### src/rtl/sdram_cke_pkg.sv
package sdram_cke_pkg;

    localparam int CMD_W  = 3;
    localparam int MODE_W = 3;

    typedef enum logic [CMD_W-1:0] {
        CMD_INHIBIT      = 3'd0,
        CMD_NOP          = 3'd1,
        CMD_ACTIVATE     = 3'd2,
        CMD_READ         = 3'd3,
        CMD_WRITE        = 3'd4,
        CMD_PRECHARGE    = 3'd5,
        CMD_AUTO_REFRESH = 3'd6,
        CMD_LOAD_MODE    = 3'd7
    } cmd_e;

    typedef enum logic [MODE_W-1:0] {
        ST_IDLE    = 3'd0,
        ST_ACTIVE  = 3'd1,
        ST_PWRDN   = 3'd2,
        ST_SELFREF = 3'd3,
        ST_SUSPEND = 3'd4,
        ST_SRX     = 3'd5
    } mode_e;

    // {previous level, current level}
    typedef enum logic [1:0] {
        EDGE_LL = 2'b00,
        EDGE_LH = 2'b01,
        EDGE_HL = 2'b10,
        EDGE_HH = 2'b11
    } cke_edge_e;

endpackage

### src/rtl/sdram_cke_hist.sv
module sdram_cke_hist
    import sdram_cke_pkg::*;
(
    input  logic      clk,
    input  logic      rst,
    input  logic      cke,
    output cke_edge_e edge_kind
);

    logic cke_q;

    always_ff @(posedge clk) begin
        if (rst) cke_q <= 1'b1;
        else     cke_q <= cke;
    end

    assign edge_kind = cke_edge_e'({cke_q, cke});

endmodule

### src/rtl/sdram_srx_window.sv
module sdram_srx_window #(
    parameter int SRX_CYCLES = 8
) (
    input  logic clk,
    input  logic rst,
    input  logic start,
    input  logic active,
    input  logic nop_seen,
    output logic last,
    output logic nops_ok
);

    localparam int CW       = $clog2(SRX_CYCLES + 1);
    localparam int NOP_NEED = 2;

    logic [CW-1:0] cnt_q;
    logic [1:0]    nops_q;
    logic [2:0]    nops_now;

    assign nops_now = {1'b0, nops_q} + {2'b00, nop_seen};
    assign last     = active && (cnt_q == CW'(1));
    assign nops_ok  = nops_now >= 3'(NOP_NEED);

    always_ff @(posedge clk) begin
        if (rst) begin
            cnt_q  <= '0;
            nops_q <= '0;
        end else if (start) begin
            cnt_q  <= CW'(SRX_CYCLES);
            nops_q <= '0;
        end else if (active) begin
            if (cnt_q != '0) cnt_q <= cnt_q - CW'(1);
            if (nop_seen && nops_q != 2'd2) nops_q <= nops_q + 2'd1;
        end
    end

    AST_WINDOW_NOT_EMPTY: assert property (@(posedge clk) disable iff (rst)
        active |-> (cnt_q != '0));

endmodule

### src/rtl/sdram_cke_tracker.sv
module sdram_cke_tracker
    import sdram_cke_pkg::*;
#(
    parameter int SRX_CYCLES = 8
) (
    input  logic              clk,
    input  logic              rst,
    input  logic              cke,
    input  logic [CMD_W-1:0]  cmd,
    input  logic              banks_idle,
    input  logic              rw_active,
    output logic [MODE_W-1:0] mode,
    output logic              cmd_accept,
    output logic              illegal,
    output logic              ready
);

    mode_e     state_q, state_n;
    cke_edge_e edge_kind;
    cmd_e      c;
    logic      quiet, acc_n, ill_n, win_start, win_last, nops_ok;

    assign c     = cmd_e'(cmd);
    assign quiet = (c == CMD_INHIBIT) || (c == CMD_NOP);

    sdram_cke_hist i_hist (
        .clk       (clk),
        .rst       (rst),
        .cke       (cke),
        .edge_kind (edge_kind)
    );

    sdram_srx_window #(.SRX_CYCLES(SRX_CYCLES)) i_window (
        .clk      (clk),
        .rst      (rst),
        .start    (win_start),
        .active   (state_q == ST_SRX),
        .nop_seen ((edge_kind == EDGE_HH) && (c == CMD_NOP)),
        .last     (win_last),
        .nops_ok  (nops_ok)
    );

    // Transition decision from the state held before this edge
    always_comb begin
        state_n   = state_q;
        acc_n     = 1'b0;
        ill_n     = 1'b0;
        win_start = 1'b0;
        unique case (state_q)
            ST_IDLE, ST_ACTIVE: begin
                unique case (edge_kind)
                    EDGE_HH: begin
                        acc_n   = 1'b1;
                        state_n = banks_idle ? ST_IDLE : ST_ACTIVE;
                    end
                    EDGE_HL: begin
                        if (rw_active) begin
                            if (c == CMD_WRITE || c == CMD_NOP) state_n = ST_SUSPEND;
                            else                                ill_n   = 1'b1;
                        end else if (banks_idle && quiet) begin
                            state_n = ST_PWRDN;
                        end else if (banks_idle && c == CMD_AUTO_REFRESH) begin
                            state_n = ST_SELFREF;
                        end else begin
                            ill_n = 1'b1;
                        end
                    end
                    default: ill_n = 1'b1;
                endcase
            end
            ST_PWRDN: begin
                if (edge_kind == EDGE_LH && quiet) state_n = ST_IDLE;
                else if (edge_kind != EDGE_LL)     ill_n   = 1'b1;
            end
            ST_SELFREF: begin
                if (edge_kind == EDGE_LH && quiet) begin
                    state_n   = ST_SRX;
                    win_start = 1'b1;
                end else if (edge_kind != EDGE_LL) begin
                    ill_n = 1'b1;
                end
            end
            ST_SUSPEND: begin
                if (edge_kind == EDGE_LH)      state_n = ST_ACTIVE;
                else if (edge_kind != EDGE_LL) ill_n   = 1'b1;
            end
            ST_SRX: begin
                if (edge_kind != EDGE_HH || !quiet) ill_n = 1'b1;
                if (win_last) begin
                    state_n = ST_IDLE;
                    if (!nops_ok) ill_n = 1'b1;
                end
            end
            default: begin
                state_n = ST_IDLE;
                ill_n   = 1'b1;
            end
        endcase
    end

    // State register
    always_ff @(posedge clk) begin
        if (rst) state_q <= ST_IDLE;
        else     state_q <= state_n;
    end

    // Registered outputs
    always_ff @(posedge clk) begin
        if (rst) begin
            cmd_accept <= 1'b0;
            illegal    <= 1'b0;
            ready      <= 1'b1;
        end else begin
            cmd_accept <= acc_n;
            illegal    <= ill_n;
            ready      <= (state_n == ST_IDLE) || (state_n == ST_ACTIVE);
        end
    end

    assign mode = state_q;

    AST_LOW_HOLD: assert property (@(posedge clk) disable iff (rst)
        (edge_kind == EDGE_LL && (state_q == ST_PWRDN || state_q == ST_SELFREF ||
         state_q == ST_SUSPEND)) |=> (mode == $past(mode) && !illegal));

    AST_PWRDN_ENTRY: assert property (@(posedge clk) disable iff (rst)
        ((state_q == ST_IDLE || state_q == ST_ACTIVE) && edge_kind == EDGE_HL &&
         banks_idle && !rw_active && quiet) |=> (mode == ST_PWRDN && !ready));

    AST_SUSPEND_EXIT: assert property (@(posedge clk) disable iff (rst)
        (state_q == ST_SUSPEND && edge_kind == EDGE_LH) |=> (mode == ST_ACTIVE && ready));

    AST_SRX_NOT_READY: assert property (@(posedge clk) disable iff (rst)
        (state_q == ST_SRX) |-> !ready);

    AST_ACCEPT_EXCLUSIVE: assert property (@(posedge clk) disable iff (rst)
        cmd_accept |-> !illegal);

    AST_ACCEPT_SOURCE: assert property (@(posedge clk) disable iff (rst)
        cmd_accept |-> ($past(state_q) == ST_IDLE || $past(state_q) == ST_ACTIVE));

endmodule

### config.mk
export PLATFORM = sky130hd
export DESIGN_NAME = sdram_cke_tracker
export DESIGN_NICKNAME = d
export VERILOG_FILES = /design/src/rtl/sdram_cke_pkg.sv /design/src/rtl/sdram_cke_hist.sv /design/src/rtl/sdram_srx_window.sv /design/src/rtl/sdram_cke_tracker.sv
export SDC_FILE = /design/constraint.sdc
export NUM_CORES = 1
export LEC_CHECK = 0
export BUFFER_PORTS_ARGS = -buffer_cell sky130_fd_sc_hd__clkbuf_2
export CAP_MARGIN = 5
export CORE_MARGIN = 3
export CORE_UTILIZATION = 49
export CTS_CLUSTER_SIZE = 28
export DETAILED_ROUTE_END_ITERATION = 6
export PLACE_DENSITY_LB_ADDON = 0.15
export SETUP_SLACK_MARGIN = 0.4
export SLEW_MARGIN = 20
export SYNTH_ARGS = -nofsm -noshare
export SYNTH_HDL_FRONTEND = slang
export SYNTH_HIERARCHICAL = 1
export SYNTH_SLANG_ARGS = --single-unit
### constraint.sdc
create_clock -name clk -period 1.9 [get_ports clk]
set_input_delay 0.38 -clock clk [delete_from_list [all_inputs] [get_ports clk]]
set_output_delay 0.38 -clock clk [all_outputs]
set_load 0.02 [all_outputs]
Yosys cells after proc, flatten, opt, wreduce, memory -nomap -nowiden:

Index checks and enable logic that the tools add are counted.

* bits in registers: 13
* input port bits: 8
* output and inout bits: 6
* logic and storage cells: 82

* add/sub/neg operators: 3
* order comparisons: 1
* equal/unequal tests: 15
* mux-type cells: 29
* bitwise logic cells: 1
* reductions and logical operators: 25

Operator list (count)
* 2-to-1 mux 3 bit: 8
* one-hot mux 3 bit (5 select lines): 1
* 2-to-1 mux 1 bit: 14
* == test 3 bit (second input constant): 4
* 2-to-1 mux 4 bit: 3
* == test 3 x 1 -> 1 bit (second input constant): 3
* zero test 3 bit: 3
* OR reduction 2 bit: 4
* == test 3 x 2 -> 1 bit (second input constant): 2
* logical AND 1 bit: 6
* one-hot mux 3 bit (2 select lines): 1
* AND reduction 2 bit: 3
* nonzero test 2 bit: 3
* == test 2 bit (second input constant): 2
* == test 4 x 1 -> 1 bit (second input constant): 1
* logical OR 1 bit: 4
* != test 2 bit (second input constant): 2
* one-hot mux 1 bit (4 select lines): 1
* nonzero test 4 bit: 1
* subtractor 4 x 1 -> 4 bit (second input constant): 1
* adder 2 x 1 -> 3 bit: 1
* >= comparator 3 x 2 -> 1 bit (second input constant): 1
* adder 2 x 1 -> 2 bit (second input constant): 1
* == test 2 x 1 -> 1 bit (second input constant): 1
* other kinds (3): 3

Logic depth before layout (Yosys ltp):

Gate-level depths: netlist of run 1.

* depth after elaboration: 9
* gate-level depth with buffers: 9
* mapped depth without buffers: 8

Modules after synthesis:

Netlist of run 1, hierarchy kept.

Modules (own cells, without submodules)
* sdram_cke_tracker: times used 1, cells an instance 60, area each 499.2 µm², sequential area each 120.1 µm²
* sdram_srx_window: times used 1, cells an instance 39, area each 352.8 µm², sequential area each 120.1 µm²
* sdram_cke_hist: times used 1, cells an instance 4, area each 41.3 µm², sequential area each 20.0 µm²

Worst setup path after synthesis of run 1:

No wires, ideal clock.

* path kind: register -> register
* start: register state_q[2], in the netlist mode[2]
* end: register state_q[0], in the netlist mode[0]
* setup time: 128 ps
* arrival: 1894 ps
* data required time: 1772 ps
* slack: -122 ps
* stages on the path, launching flop included: 9
* path buffers: 1
* clock period less this slack: 2022 ps
* path through: dfxtp_1 > buf_6 > inv_1 > nor3_1 > nand2_1 > nor3_1 > mux2i_1 > a32oi_1 > o22ai_1

* longest elaborated chain between the ends: 4
* elaborated cells on any way between the ends: 10
* classes of those cells: 5 x eq/ne; 2 x mux; 3 x reduce/logical

Ends and longest elaborated chain
* start, declared: RTL line sdram_cke_tracker.sv:18 `mode_e state_q, state_n;`
* start signal, assigned: RTL line sdram_cke_tracker.sv:104 `else state_q <= state_n;`
* == test 3 bit: RTL line sdram_cke_tracker.sv:37 `.active (state_q == ST_SRX),`
* logical AND 1 bit: RTL line sdram_srx_window.sv:21 `assign last = active && (cnt_q == CW'(1));`
* net win_last: RTL line sdram_cke_tracker.sv:21 `logic quiet, acc_n, ill_n, win_start, win_last, nops_ok;`
* 2-to-1 mux 3 bit: RTL line sdram_cke_tracker.sv:89 `if (win_last) begin`
* one-hot mux 3 bit (5 select lines): RTL line sdram_cke_tracker.sv:49 `unique case (state_q)`

The timed path passes the listed nets, and every way through them passes these cells.
A chain may end at the register's enable or synchronous reset.

Worst setup path after layout of run 1:

* start: register state_q[0], in the netlist mode[0]
* end: register i_window.cnt_q[2]

* longest elaborated chain between the ends: 3
* elaborated cells on any way between the ends: 5
* classes of those cells: 2 x eq/ne; 1 x mux; 2 x reduce/logical

Ends and longest elaborated chain
* == test 3 x 2 -> 1 bit: RTL line sdram_cke_tracker.sv:49
* 2-to-1 mux 1 bit: RTL line sdram_cke_tracker.sv:49
* OR reduction 2 bit (no line)
* end signal, assigned: RTL line sdram_srx_window.sv:29 `cnt_q <= CW'(SRX_CYCLES);`
* end signal, assigned: RTL line sdram_srx_window.sv:32 `if (cnt_q != '0) cnt_q <= cnt_q - CW'(1);`
* end, declared: RTL line sdram_srx_window.sv:16 `logic [CW-1:0] cnt_q;`

Parallel ways exist; a longest one is shown, timed or not.

==> flow_summary.toml, run 1 <==
[critical_path]
cp_data_required_time_ns = 2.10
critPathCaptureType = "flop"
start_kind = "flop"
cp.arrival_ns = 1.70
crit_fanout = 7
critPathKind = "reg -> reg"

[pwr]
total_power_mw = 0.575
p_int_mw = 0.406
leakagePower_nw = 0.454
swShare = 0.295
clock_power_share = 0.308
p_comb_frac = 0.187
netSwitchingPower_mw = 0.170
pwr_density_cell_nw_per_um2 = 490
ir_worst_vdd_uv = 422
seqPwrFrac = 0.505

[sta]
fin_crit_sh = 0.788
relSlewSlack = 0.721
setup_slack_ns = 0.402
skew_ns = 0.0120
rsz0062_at_grt = "yes"
setup_viol = 0
timing.fmax_ghz = 0.668
worst_slew_pin_slew_ns = 0.414
period_needed_ns = 1.50
tns_ns = 0
hold_slack_ns = 0.461
drv_slew = 0
hold_viol = 0

[layout]
area_growth_pct = 31.4
fill_cells = 127
insertedDiodeCount = 0
drive_gt1_frac = 0.457
nets = 140
layout.cells.non_filler = 151
final_util = 0.728
fin_area_sq_um = 1170

[yosys]
synth_cell_types = 46
syn_nets = 115
synth_edf_count = 0
seq_area_frac_synth = 0.291
synthesis.area_sq_um = 893
yosysWarnings = 6
netlist.area_leader.share = 0.291
ys_ff_latch = 13
synthArstFlopShare = 0
ys.flop_type = "dfxtp_1"
syn_area_per_cell_sq_um = 8.67
synth.area.top_cells = "dfxtp_1, ha_1, inv_1"
synth_largest_area_cell = "dfxtp_1"
synthCells = 103

[grt]
grt_max_degree = 15
antenna_found_initial = 0
grt-ovfl-total = 0
grt_pass1_wl_um = 3940
grtUsageTotal = 0.212
grt_pass1_vias = 871

[die]
die_area_sq_um = 2370
num_io_pins = 14
start_util = 0.554
core_sq_um = 1610
die_w_um = 48.7
die_h_um = 48.7
num_rows = 14

[clock_network]
ctsHtreeMaxLevel = 1
cts_max_path_buffers = 2
cts_sinks = 13
tritoncts = "built"
cts_buffers = 3
clock_latency_ns = 0.29
clkTransAtPathRegs_ns = 0.09
postCtsHoldBufs = 0
root_buffer = "clkbuf_4"

[run]
drv_cap = 0

[place]
port_buffers = 13
gp_congestion = 0.766
placed_cells = 135
place_ws_ns = 0.126
place_hpwl_um = 1520
post_dp_cell_area_sq_um = 985

[drt]
ant_nets = 0
dr.pass1.iters = 4
first_iter_violations = 28
avgViaCountPerCell = 6.07
wl_per_cell_um = 15.9
routed_wl_um = 2390
drc = 0
num_vias = 916

[outcome]
status = "completed"

[min_path]
hold_path_class = "in -> reg"
## cells by family (layout without fill, tap and decap cells)
group,after synthesis,in the layout,synth area share
fa+ha+maj,4,4,0.0560
xor+xnor,2,2,0.0196
compound gates,28,28,0.275
buf+inv,15,39,0.0840
flops,13,13,0.291
simple gates,40,40,0.263
mux,1,1,0.0112
## worst paths after layout
check	startpoint	endpoint	slack (ns)	depth (start not counted)
setup / recovery	mode[0]	i_window/cnt_q[2]	0.40	6
hold / removal	banks_idle	mode[0]	0.46	3
setup reg to reg	mode[0]	i_window/cnt_q[2]	0.40	6
hold reg to reg	i_window/nops_q[1]	i_window/nops_q[1]	0.55	2
## power groups by stage
stage | Sequential, mW | Clock [mW] | Combinational, mW
detailed placement | 0.298 | 0 | 0.0914
global placement | 0.298 | 0 | 0.0905
CTS | 0.290 | 0.180 | 0.0977
finish | 0.290 | 0.177 | 0.108
floorplan | 0.301 | 0 | 0.0582
global route | 0.293 | 0.192 | 0.116
## what timing repair did
item                                    CTS  global route
endpoints found under the setup margin    7            10
pin swaps                                 1             9
setup buffers                             6             6
resized for setup                        10            13
## worst max-delay path, cell delays in order, from the launching register on
cell and delay, ns:
dfxtp_4 0.40, inv_4 0.06, nor3_4 0.22, buf_6 0.16, nand2_1 0.08, a211o_1 0.27, a211oi_1 0.23
## synth_stat cells, types with 2 or more instances
| library cell | n |
|---|---|
| a2111oi_2 | 2 |
| nand4_1 | 2 |
| a31oi_1 | 5 |
| dfxtp_1 | 13 |
| o311ai_0 | 2 |
| o21ai_0 | 2 |
| buf_4 | 2 |
| nor4b_1 | 2 |
| nor2_1 | 7 |
| ha_1 | 4 |
| nand2_1 | 6 |
| nor2b_1 | 5 |
| a21o_1 | 2 |
| nor3_1 | 5 |
| inv_1 | 9 |
| a211oi_1 | 3 |
| buf_2 | 2 |
| a21oi_1 | 2 |
## layer usage
| layer | track usage | routed length [um] | up-vias |
|---|---|---|---|
| met3 | 0.0521 | 145 | 9 |
| met1 | 0.258 | 1030 | 434 |
| met5 | 0 | 0 | - |
| met4 | 0.109 | 72 | 0 |
| met2 | 0.344 | 1140 | 39 |
| li1 | - | - | 434 |
## layout make-up
cell class | instances | area, sq um | area share
flip-flops and latches | 13 | 275 | 0.235
inverters | 9 | 41.3 | 0.0352
well taps | 24 | 30.0 | 0.0256
repair buffers | 26 | 166 | 0.142
multi-input cells | 75 | 634 | 0.541
clock buffers | 4 | 26.3 | 0.0224
## flip-flops by register name (all words and copies together) (netlist names)
register / count
cmd_accept: 1
ready: 1
i_window/cnt_q: 4
i_hist/cke_q: 1
i_window/nops_q: 2
mode: 3
illegal: 1
## placed cells by master, fill, tap and decap left out, types with 3 or more instances in the layout
| cell | synthesis | routed |
|---|---|---|
| clkbuf_2 | 1 | 13 |
| buf_4 | 2 | 12 |
| dfxtp_1 | 13 | 7 |
| nor2_1 | 7 | 6 |
| nor2b_1 | 5 | 5 |
| nand2_1 | 6 | 5 |
| inv_1 | 9 | 4 |
| a31oi_1 | 5 | 4 |
| inv_4 | 0 | 3 |
| a211oi_1 | 3 | 3 |
| clkbuf_4 | 0 | 3 |
| dfxtp_2 | 0 | 3 |
| nor3_1 | 5 | 3 |
| ha_1 | 4 | 3 |
| dfxtp_4 | 0 | 3 |
No activity file was read; power rests on OpenSTA's default activity.
==> run 2: changes to the inputs <==
--- a/config.mk
+++ b/config.mk
@@ -8,7 +8,7 @@
 export BUFFER_PORTS_ARGS = -buffer_cell sky130_fd_sc_hd__clkbuf_2
 export CAP_MARGIN = 5
 export CORE_MARGIN = 3
-export CORE_UTILIZATION = 49
+export CORE_UTILIZATION = 54
 export CTS_CLUSTER_SIZE = 28
 export DETAILED_ROUTE_END_ITERATION = 6
 export PLACE_DENSITY_LB_ADDON = 0.15
==> constraint.sdc (replaced) <==
create_clock -name clk -period 1.55 [get_ports clk]
set_input_delay 0.31 -clock clk [delete_from_list [all_inputs] [get_ports clk]]
set_output_delay 0.31 -clock clk [all_outputs]
set_load 0.02 [all_outputs]
==> flow_summary.toml, run 2 (same netlist as run 1, synthesis figures left out) <==
[outcome]
status = "completed"

[sta]
relSlewSlack = 0.766
period_needed_ns = 1.43
worst_slew_pin_slew_ns = 0.351
rsz0062_at_grt = "yes"
setup_viol = 0
hold_slack_ns = 0.321
skew_ns = 0.00138
timing.fmax_ghz = 0.697
drv_slew = 0
fin_crit_sh = 0.925
hold_viol = 0

[place]
placed_cells = 135
gp_congestion = 0.854
port_buffers = 13
post_dp_cell_area_sq_um = 1050
place_hpwl_um = 1550

[pwr]
ir_worst_vdd_uv = 381
leakagePower_nw = 0.539
total_power_mw = 0.743
pwr_density_cell_nw_per_um2 = 548

[drt]
dr.pass1.iters = 4
ant_nets = 0
drc = 0
num_vias = 989
routed_wl_um = 2750
wl_per_cell_um = 17.6
first_iter_violations = 40
avgViaCountPerCell = 6.34

[critical_path]
crit_fanout = 4
cp_data_required_time_ns = 1.79
reg2reg_to = "i_window/cnt_q[0]"
timing.critical_path.from = "i_window/cnt_q[1]"
r2r_slack_ns = 0.12
start_kind = "flop"
cp.arrival_ns = 1.67
critPathKind = "reg -> reg"
reg2reg_depth = 5
critPathCaptureType = "flop"
r2r_start = "i_window/cnt_q[1]"
critPathCapture = "i_window/cnt_q[0]"

[die]
die_w_um = 46.7
core_sq_um = 1520
num_io_pins = 14
die_h_um = 46.7
die_area_sq_um = 2180
num_rows = 14
start_util = 0.586

[min_path]
hold_path_class = "in -> reg"

[grt]
grt_pass1_vias = 888
grt_max_degree = 9
grtUsageTotal = 0.258
grt-ovfl-total = 0
antenna_found_initial = 0
grt_pass1_wl_um = 3970

[clock_network]
ctsHtreeMaxLevel = 1
cts_buffers = 3
postCtsHoldBufs = 0
cts_sinks = 13
cts_max_path_buffers = 2
root_buffer = "clkbuf_4"
clkTransAtPathRegs_ns = 0.08
tritoncts = "built"
clock_latency_ns = 0.29

[layout]
top_register = "i_window/cnt_q"
layout.cells.non_filler = 156
multi_input_area_sq_um = 681
area_growth_pct = 51.7
drive_gt1_frac = 0.564
fill_cells = 69
nets = 153
final_util = 0.889
regArea_sq_um = 278
fin_area_sq_um = 1360
mostFrequentLayoutCells = "buf_4, clkbuf_2, nor2_1, dfxtp_1, nor2b_1"
largest_reg_flops = 4
insertedDiodeCount = 0
layout_commonest_cell = "buf_4"

[run]
drv_cap = 0
[run 2: worst min-delay path by stage]
stage	from	endpoint	cells past startpoint
6_report	cke	i_hist/cke_q	2
5_1_grt	cke	i_hist/cke_q	2
4_1_cts	cke	i_hist/cke_q	2
3_5_place_dp	i_window/cnt_q[2]	i_window/cnt_q[2]	2
3_3_place_gp	i_window/nops_q[1]	i_window/nops_q[1]	2
2_1_floorplan	rst	i_window/cnt_q[2]	1
[run 2: report_power, final]
group          leakage (nW)  total [mW]  switching, mW  internal (mW)
combinational         0.414       0.166         0.0904         0.0759
clock                0.0150       0.227          0.127          0.100
sequential            0.109       0.350        0.00914          0.341
total                 0.539       0.743          0.226          0.517
[run 2: layer usage]
layer | track usage | part of all wire | vias up
li1 | - | - | 461
met1 | 0.330 | 0.40 | 473
met2 | 0.437 | 0.50 | 45
met3 | 0.0391 | 0.068 | 10
met4 | 0.0829 | 0.029 | 0
met5 | 0 | 0 | -
[run 2: final cells by class]
| cell class | instances | share of cell area |
|---|---|---|
| inverters | 9 | 0.0323 |
| repair buffers | 39 | 0.226 |
| clock buffers | 4 | 0.0194 |
| multi-input cells | 75 | 0.502 |
| well taps | 16 | 0.0148 |
| flip-flops and latches | 13 | 0.205 |
[run 2: critical path, cell delays in order, from the launching register on]
cell and delay (ns):
dfxtp_2 0.35, inv_4 0.07, ha_4 0.13, or3b_4 0.40, a2111oi_4 0.29, a31o_1 0.13
[run 2: per-stage QoR]
step | setup TNS (ns) | setup WS [ns]
floorplan | -0.0918 | -0.0450
finish | 0 | 0.116
global placement | 0 | 0.0685
global route | 0 | 0.0325
detailed placement | 0 | 0.0208
CTS | 0 | 0.127
[run 2: timing repair]
| item | 4_1_cts | 5_1_grt |
|---|---|---|
| endpoints found under the setup margin | 13 | 14 |
| buffers inserted | 13 | 4 |
| pin swaps | 10 | 9 |
| gates resized for setup | 20 | 16 |
==> run 3: changes to the inputs <==
--- a/config.mk
+++ b/config.mk
@@ -11,7 +11,7 @@
 export CORE_UTILIZATION = 54
 export CTS_CLUSTER_SIZE = 28
 export DETAILED_ROUTE_END_ITERATION = 6
-export PLACE_DENSITY_LB_ADDON = 0.15
+export PLACE_DENSITY_LB_ADDON = 0.2
 export SETUP_SLACK_MARGIN = 0.4
 export SLEW_MARGIN = 20
 export SYNTH_ARGS = -nofsm -noshare
==> flow_summary.toml, run 3 (same netlist as run 1, synthesis figures left out) <==
[sta]
drv_slew = 0
hold_slack_ns = 0.326
fin_crit_sh = 1.05
setup_viol = 4
tns_ns = -0.225
period_needed_ns = 1.63
rsz0062_at_grt = "yes"
relSlewSlack = 0.737
skew_ns = 0.00524
hold_viol = 0
setup_slack_ns = -0.0849
timing.fmax_ghz = 0.612
worst_slew_pin_slew_ns = 0.390

[clock_network]
cts_sinks = 13
cts_buffers = 3
ctsHtreeMaxLevel = 1
cts_max_path_buffers = 2
root_buffer = "clkbuf_4"
postCtsHoldBufs = 0
tritoncts = "built"
clock_latency_ns = 0.28
clkTransAtPathRegs_ns = 0.08

[layout]
layout_commonest_cell = "buf_4"
mostFrequentLayoutCells = "buf_4, clkbuf_2, nor2_1, dfxtp_1, buf_6"
nets = 166
insertedDiodeCount = 0
drive_gt1_frac = 0.575
layout.cells.non_filler = 169
fin_area_sq_um = 1440
area_growth_pct = 61.3
largest_reg_flops = 4
top_register = "i_window/cnt_q"
final_util = 0.946

[place]
gp_congestion = 0.802
post_dp_cell_area_sq_um = 1040
placed_cells = 134
port_buffers = 13
place_ws_ns = 0.0336
place_hpwl_um = 1530

[pwr]
seqPwrFrac = 0.463
total_power_mw = 0.762
pwr_density_cell_nw_per_um2 = 529
clock_power_share = 0.282
p_comb_frac = 0.255
ir_worst_vdd_uv = 484
swShare = 0.302
netSwitchingPower_mw = 0.230
leakagePower_nw = 0.601
p_int_mw = 0.532

[grt]
grt_max_degree = 10
grt_pass1_vias = 959
grt-ovfl-total = 0
antenna_found_initial = 0
grt_pass1_wl_um = 4330
grtUsageTotal = 0.286

[critical_path]
critPathCaptureType = "flop"
path_cells = "inv_4 > nor3_4 > nand2_2 > nor3_4 > nand2b_1 > a31oi_1 > o21ai_1 > o311ai_1"
critPathKind = "reg -> reg"
crit_buf_inv = 1
cp_data_required_time_ns = 1.74
cp.arrival_ns = 1.82
max_stage_delay_ns = 0.39
cp_common_cell = "nor3_4"
crit_fanout = 4
cp_slowest_cell = "dfxtp_4"
start_kind = "flop"
cp_top_family = "simple AND/OR/NAND/NOR gates"

[die]
num_rows = 14
die_area_sq_um = 2180
num_io_pins = 14
core_sq_um = 1520
die_w_um = 46.7
die_h_um = 46.7
start_util = 0.586

[drt]
routed_wl_um = 3610
ant_nets = 0
wl_per_cell_um = 21.4
dr.pass1.iters = 5
avgViaCountPerCell = 6.72
num_vias = 1135
first_iter_violations = 97
drc = 0

[min_path]
hold_path_class = "in -> reg"

[outcome]
status = "complete, but fails checks"
violations = "setup timing"

[run]
drv_cap = 0
[run 3: cell types whose count changed in the layout (fill, tap and decap cells not counted), sizes merged]
cell    delta
clkbuf     -1
buf       +14
[run 3: path summary, 6_finish.rpt]
| check | start | endpoint | slack, ns | cells after the start |
|---|---|---|---|---|
| setup reg to reg | mode[2] | illegal | -0.08 | 8 |
| setup / recovery | mode[2] | illegal | -0.08 | 8 |
| hold / removal | rst | mode[1] | 0.33 | 2 |
| hold reg to reg | i_window/nops_q[1] | i_window/nops_q[1] | 0.55 | 2 |
[run 3: power by group through the flow]
stage | combinational, mW | clock (mW) | sequential [mW]
2_1_floorplan | 0.0719 | 0 | 0.370
3_3_place_gp | 0.130 | 0 | 0.360
3_5_place_dp | 0.133 | 0 | 0.360
4_1_cts | 0.160 | 0.209 | 0.352
5_1_grt | 0.203 | 0.231 | 0.354
6_report | 0.194 | 0.215 | 0.353
[run 3: what timing repair did]
action,in CTS,in global routing
endpoints found under the setup margin,14,14
pin swaps,11,11
setup buffers,17,13
resized for setup,23,14
cloned,1,0
[run 3: layout make-up]
type	count	area (sq um)
Multi-Input combinational cell	75	674
Timing Repair Buffer	52	404
Sequential cell	13	275
Fill cell	44	82.6
Inverter	9	41.3
Clock buffer	4	26.3
Tap cell	16	20.0
[run 3: metal layers]
| metal | GRT usage | up-vias | wire (um) |
|---|---|---|---|
| li1 | - | 483 | - |
| met1 | 0.326 | 522 | 1350 |
| met2 | 0.478 | 99 | 1730 |
| met3 | 0.0859 | 31 | 379 |
| met4 | 0.144 | 0 | 146 |
| met5 | 0 | - | 0 |
